File: src/rtl/wdt_pkg.sv
package wdt_pkg;
  localparam int unsigned DEF_CNT_W     = 32;
  localparam int unsigned DEF_FLAG_BIT  = 31;
  localparam int unsigned DEF_PULSE_LEN = 4;

  typedef struct packed {
    logic armed;
    logic expire;
  } wdt_evt_t;
endpackage

File: src/rtl/wdt_downcount.sv
module wdt_downcount #(
  parameter int unsigned CNT_W = 32
) (
  input  logic             clk,
  input  logic             rst_n,
  input  logic             tick,
  input  logic             load,
  input  logic [CNT_W-1:0] load_val,
  output wdt_pkg::wdt_evt_t evt
);
  localparam logic [CNT_W-1:0] ONE = CNT_W'(1);

  logic [CNT_W-1:0] cnt;
  logic             armed;
  logic             expire;

  assign expire = tick && armed && !load && (cnt == ONE);

  always_ff @(posedge clk or negedge rst_n) begin
    if (!rst_n) begin
      cnt   <= '0;
      armed <= 1'b0;
    end else if (load) begin
      cnt   <= load_val;
      armed <= (load_val != '0);
    end else if (tick && armed) begin
      if (cnt == ONE) begin
        cnt   <= '0;
        armed <= 1'b0;
      end else begin
        cnt <= cnt - ONE;
      end
    end
  end

  assign evt.armed  = armed;
  assign evt.expire = expire;

  assert_reload_R3: assert property (@(posedge clk) disable iff (!rst_n)
    (load && load_val != '0) |=> (armed && cnt == $past(load_val)));

  assert_disarm_R4: assert property (@(posedge clk) disable iff (!rst_n)
    (load && load_val == '0) |=> !armed);

  assert_stop_after_expiry_R9: assert property (@(posedge clk) disable iff (!rst_n)
    expire |=> !armed);

  assert_hold_no_tick_R2: assert property (@(posedge clk) disable iff (!rst_n)
    (!load && !tick) |=> $stable(cnt));
endmodule

File: src/rtl/wdt_pulse.sv
module wdt_pulse #(
  parameter int unsigned PULSE_LEN = 4
) (
  input  logic clk,
  input  logic rst_n,
  input  logic start,
  output logic req
);
  localparam int unsigned PW = $clog2(PULSE_LEN + 1);
  localparam logic [PW-1:0] LEN = PW'(PULSE_LEN);

  logic [PW-1:0] left;

  always_ff @(posedge clk or negedge rst_n) begin
    if (!rst_n)            left <= '0;
    else if (start)        left <= LEN;
    else if (left != '0)   left <= left - PW'(1);
  end

  assign req = (left != '0);

  assert_countdown_R5: assert property (@(posedge clk) disable iff (!rst_n)
    (left != '0 && !start) |=> (left == $past(left) - PW'(1)));

  assert_bound_R5: assert property (@(posedge clk) disable iff (!rst_n)
    left <= LEN);
endmodule

File: src/rtl/wdt_status.sv
module wdt_status #(
  parameter int unsigned REG_W    = 32,
  parameter int unsigned FLAG_BIT = 31
) (
  input  logic             clk,
  input  logic             rst_n,
  input  logic             set,
  input  logic             wr,
  input  logic [REG_W-1:0] wdata,
  output logic             flag,
  output logic [REG_W-1:0] rd
);
  localparam logic [REG_W-1:0] MASK = REG_W'(1) << FLAG_BIT;

  logic clr;
  assign clr = wr && ((wdata & MASK) != '0);

  always_ff @(posedge clk or negedge rst_n) begin
    if (!rst_n)   flag <= 1'b0;
    else if (set) flag <= 1'b1;
    else if (clr) flag <= 1'b0;
  end

  assign rd = flag ? MASK : '0;

  assert_set_R6: assert property (@(posedge clk) disable iff (!rst_n)
    set |=> flag);

  assert_sticky_R7: assert property (@(posedge clk) disable iff (!rst_n)
    (flag && !clr) |=> flag);

  assert_no_spurious_R7: assert property (@(posedge clk) disable iff (!rst_n)
    (!flag && !set) |=> !flag);
endmodule

File: src/rtl/tick_watchdog.sv
module tick_watchdog #(
  parameter int unsigned CNT_W     = wdt_pkg::DEF_CNT_W,
  parameter int unsigned FLAG_BIT  = wdt_pkg::DEF_FLAG_BIT,
  parameter int unsigned PULSE_LEN = wdt_pkg::DEF_PULSE_LEN
) (
  input  logic             clk,
  input  logic             rst_n,
  input  logic             tick,
  input  logic             tmo_wr,
  input  logic [CNT_W-1:0] tmo_data,
  input  logic             sts_wr,
  input  logic [CNT_W-1:0] sts_data,
  output logic [CNT_W-1:0] sts_rd,
  output logic             sts_flag,
  output logic             rst_req,
  input  logic             wdo_en,
  output logic             wdo_oe,
  output logic             wdo_out
);
  wdt_pkg::wdt_evt_t evt;

  wdt_downcount #(.CNT_W(CNT_W)) u_cnt (
    .clk(clk), .rst_n(rst_n), .tick(tick),
    .load(tmo_wr), .load_val(tmo_data), .evt(evt)
  );

  wdt_pulse #(.PULSE_LEN(PULSE_LEN)) u_pulse (
    .clk(clk), .rst_n(rst_n), .start(evt.expire), .req(rst_req)
  );

  wdt_status #(.REG_W(CNT_W), .FLAG_BIT(FLAG_BIT)) u_sts (
    .clk(clk), .rst_n(rst_n), .set(evt.expire),
    .wr(sts_wr), .wdata(sts_data), .flag(sts_flag), .rd(sts_rd)
  );

  assign wdo_oe  = wdo_en;
  assign wdo_out = wdo_en && evt.armed && !sts_flag;

  assert_pin_low_R8: assert property (@(posedge clk) disable iff (!rst_n)
    (sts_flag && wdo_en) |-> (wdo_oe && !wdo_out));

  assert_req_flag_R6: assert property (@(posedge clk) disable iff (!rst_n)
    $rose(rst_req) |-> sts_flag);
endmodule

File: config.mk
export PLATFORM = sky130hd
export DESIGN_NAME = tick_watchdog
export DESIGN_NICKNAME = d
export VERILOG_FILES = /design/src/rtl/wdt_pkg.sv /design/src/rtl/wdt_downcount.sv /design/src/rtl/wdt_pulse.sv /design/src/rtl/wdt_status.sv /design/src/rtl/tick_watchdog.sv
export SDC_FILE = /design/constraint.sdc
export NUM_CORES = 1
export LEC_CHECK = 0
export ABC_CLOCK_PERIOD_IN_PS = 3100
export BUFFER_PORTS_ARGS = -buffer_cell sky130_fd_sc_hd__clkbuf_2
export CORE_MARGIN = 10
export CORE_UTILIZATION = 49
export DETAILED_ROUTE_END_ITERATION = 16
export PLACE_DENSITY_LB_ADDON = 0.12
export SYNTH_ARGS = -nofsm -noshare
export SYNTH_HDL_FRONTEND = slang
export SYNTH_SLANG_ARGS = --single-unit
File: constraint.sdc
create_clock -name clk -period 3.1 [get_ports clk]
set_input_delay 0.155 -clock clk [delete_from_list [all_inputs] [get_ports clk]]
set_output_delay 0.155 -clock clk [all_outputs]
set_load 0.02 [all_outputs]
==> out/results.tsv <==
metric	value	unit
ant_nets	0	
dr_wl_met2	2.94	mm
synth.lib_cells_used.distinct	51	
tritoncts_clock_tree	yes	
finalClockSkew	0.00555	ns
maxUsedRoutingLayer	met4	
grt_first_pass_wirelength	11.2	mm
hold_viol	0	
dr_total_vias	2289	
place.detailed.instances	401	
dominantRegCellSynth	dfrtp_1	
drt_first_pass_iters	4	
fin_ws	0.563	ns
r2r.worst_path.cells	5	
placeableCoreArea	5110	sq um
ctsResizeCount	0	
finalMaxSlewViolations	0	
worst_endpoint_required_time	3.25	ns
worstSetupStartpointType	register	
power-per-cell-area	447	nW/um^2
initial_core_utilization	0.507	
routed-wl-met3	581	um
place.gp.congestion	0.842	
cts.repair_timing.setup_buffer_count	0	
grt_antenna_before_repair	0	
post_layout_util	0.553	
final-setup-viol-count	0	
routed_wl	6.65	mm
cp.arrival	2.69	ns
layoutNonFillerInstCount	409	
clock_root_buffer	clkbuf_8	
area_growth	8.93	%
post-route-min-period	2.54	ns
design.die.area	8600	sq um
synth_enable_flop_cells	0	
cts_max_path_buffers	2	
async_flop_share	1.00	
grt_max_degree	38	
fin_setup_tns	0	ns
leakagePower	1.18	nW
slew_headroom	0.361	
detailedPlacementHpwl	5.04	mm
critical_path.max_fanout	8	
detailedRoute.firstIterationViolations	142	
detail_route.vias_per_cell	5.60	
htreeDepth	2	
worst_setup_hold_path_clk_slew	0.07	ns
clkSinkCount	37	
fp.dieH	92.7	um
final_layout_size_suffix_gt1_frac	0.195	
area_occupied_by_multi_input_gates	1450	sq um
status	completed	
critical_path.endpoint_type	register	
syn_avg_cell_area	8.70	sq um
setup.reg_to_reg.worst_slack	0.56	ns
syn_area	2590	sq um
wirelength_met1	3.06	mm
vdd_drop_max	0.219	mV
post-route-period-util	0.819	
worstReg2RegStart	u_cnt.cnt[24]	
insertedDiodeCount	0	
grt_usage	0.157	
dpl-instance-area	2740	sq um
die_x	92.7	um
cts-buffers-inserted	5	
yosysWarnings	0	
timing_worst_slew_pin_value	0.958	ns
hold_path.class	in2async	
synthesis.instances	298	
boundaryPins	106	
n_fill_cell	505	
path_class	reg2reg	
max_cap_viol_count	0	
dp_slack	0.553	ns
hold_ws	0.00356	ns
stdcell_area	2820	sq um
drt-wirelength-per-cell	16.2	um
most_common_cell_after_layout_fill_and_taps_aside	clkbuf_2	
first_global_vias	2257	
power	1.26	mW
rsz0062_at_grt	no	
timing.rr.end	u_pulse.left[1]	
synth-seq-cells	37	
overflow	0	
sequential_cell_area	926	sq um
final_cell_mix	clkbuf_2 (43), dfrtp_1 (37), conb_1 (31)	
drc	0	
number_of_port_buffers	43	
layout.nets	412	
row_count	26	
postCtsHoldBufs	0	
synth.yosys.seq_area_share	0.357	
fmaxAchievable	0.394	GHz
insertion_delay	0.29	ns
flip-flops by register name, summed over array words and instances, names as in the netlist:
name          count
u_cnt.armed       1
u_cnt.cnt        32
u_pulse.left      3
u_sts.flag        1
report_power, final:
group	internal, mW	switching (mW)	total, mW
clock network	0.156	0.171	0.327
registers	0.545	0.0626	0.608
logic	0.132	0.195	0.327
total	0.834	0.428	1.26
layout make-up:
| cell class | count | area share |
|---|---|---|
| well taps | 70 | 0.0310 |
| repair buffers | 47 | 0.0869 |
| clock inverters | 2 | 0.00355 |
| inverters | 8 | 0.0106 |
| multi-input cells | 239 | 0.514 |
| clock buffers | 6 | 0.0257 |
| flip-flops and latches | 37 | 0.328 |
Yosys cell counts (all sizes together) (7+ instances only):
library cell   n  area share
a21oi         11       0.021
buf           35        0.10
nand4         11       0.027
nand2         28       0.041
nor4          19       0.062
nor2          15       0.022
dfrtp         37        0.36
nand3          8       0.015
nor3          10       0.019
o21ai         21       0.041
clkbuf         9       0.013
or4            7       0.022
nor2b          7       0.017
inv            8       0.012
xnor2         10       0.034
a22oi         10       0.029
routing by layer:
| metal | global-route usage | vias up |
|---|---|---|
| met5 | 0 | - |
| met1 | 0.213 | 1075 |
| li1 | - | 1122 |
| met3 | 0.0492 | 6 |
| met2 | 0.235 | 86 |
| met4 | 0.0386 | 0 |
cell families (layout without fill, tap and decap cells):
group | count (synthesis) | after routing | share of synthesized area
other | 1 | 31 | 0.00145
AOI/OAI and AO/OA | 68 | 68 | 0.174
xor gates and xnor gates | 12 | 12 | 0.0406
buffers and inverters | 52 | 63 | 0.126
DFF | 37 | 37 | 0.357
adders and majority gates | 4 | 4 | 0.0193
and+or+nand+nor | 124 | 124 | 0.282
worst max-delay path, cell delays in order, from the launching register on:
cell and delay, ns:
dfrtp_1 0.41, or4_1 0.64, nor4_4 0.32, nand4_1 0.43, nor3_1 0.50, a211oi_1 0.10
worst max path at each step:
stage | endpoint | slack [ns] | from
2_1_floorplan | u_cnt.cnt[10] | 0.94 | u_cnt.cnt[1]
3_3_place_gp | u_pulse.left[1] | 0.56 | u_cnt.cnt[24]
3_5_place_dp | u_pulse.left[1] | 0.55 | u_cnt.cnt[1]
4_1_cts | u_pulse.left[1] | 0.53 | u_cnt.cnt[1]
5_1_grt | u_cnt.cnt[8] | 0.32 | u_cnt.cnt[16]
6_report | u_pulse.left[1] | 0.56 | u_cnt.cnt[24]
Note: power is estimated with default switching activity, not from simulation.
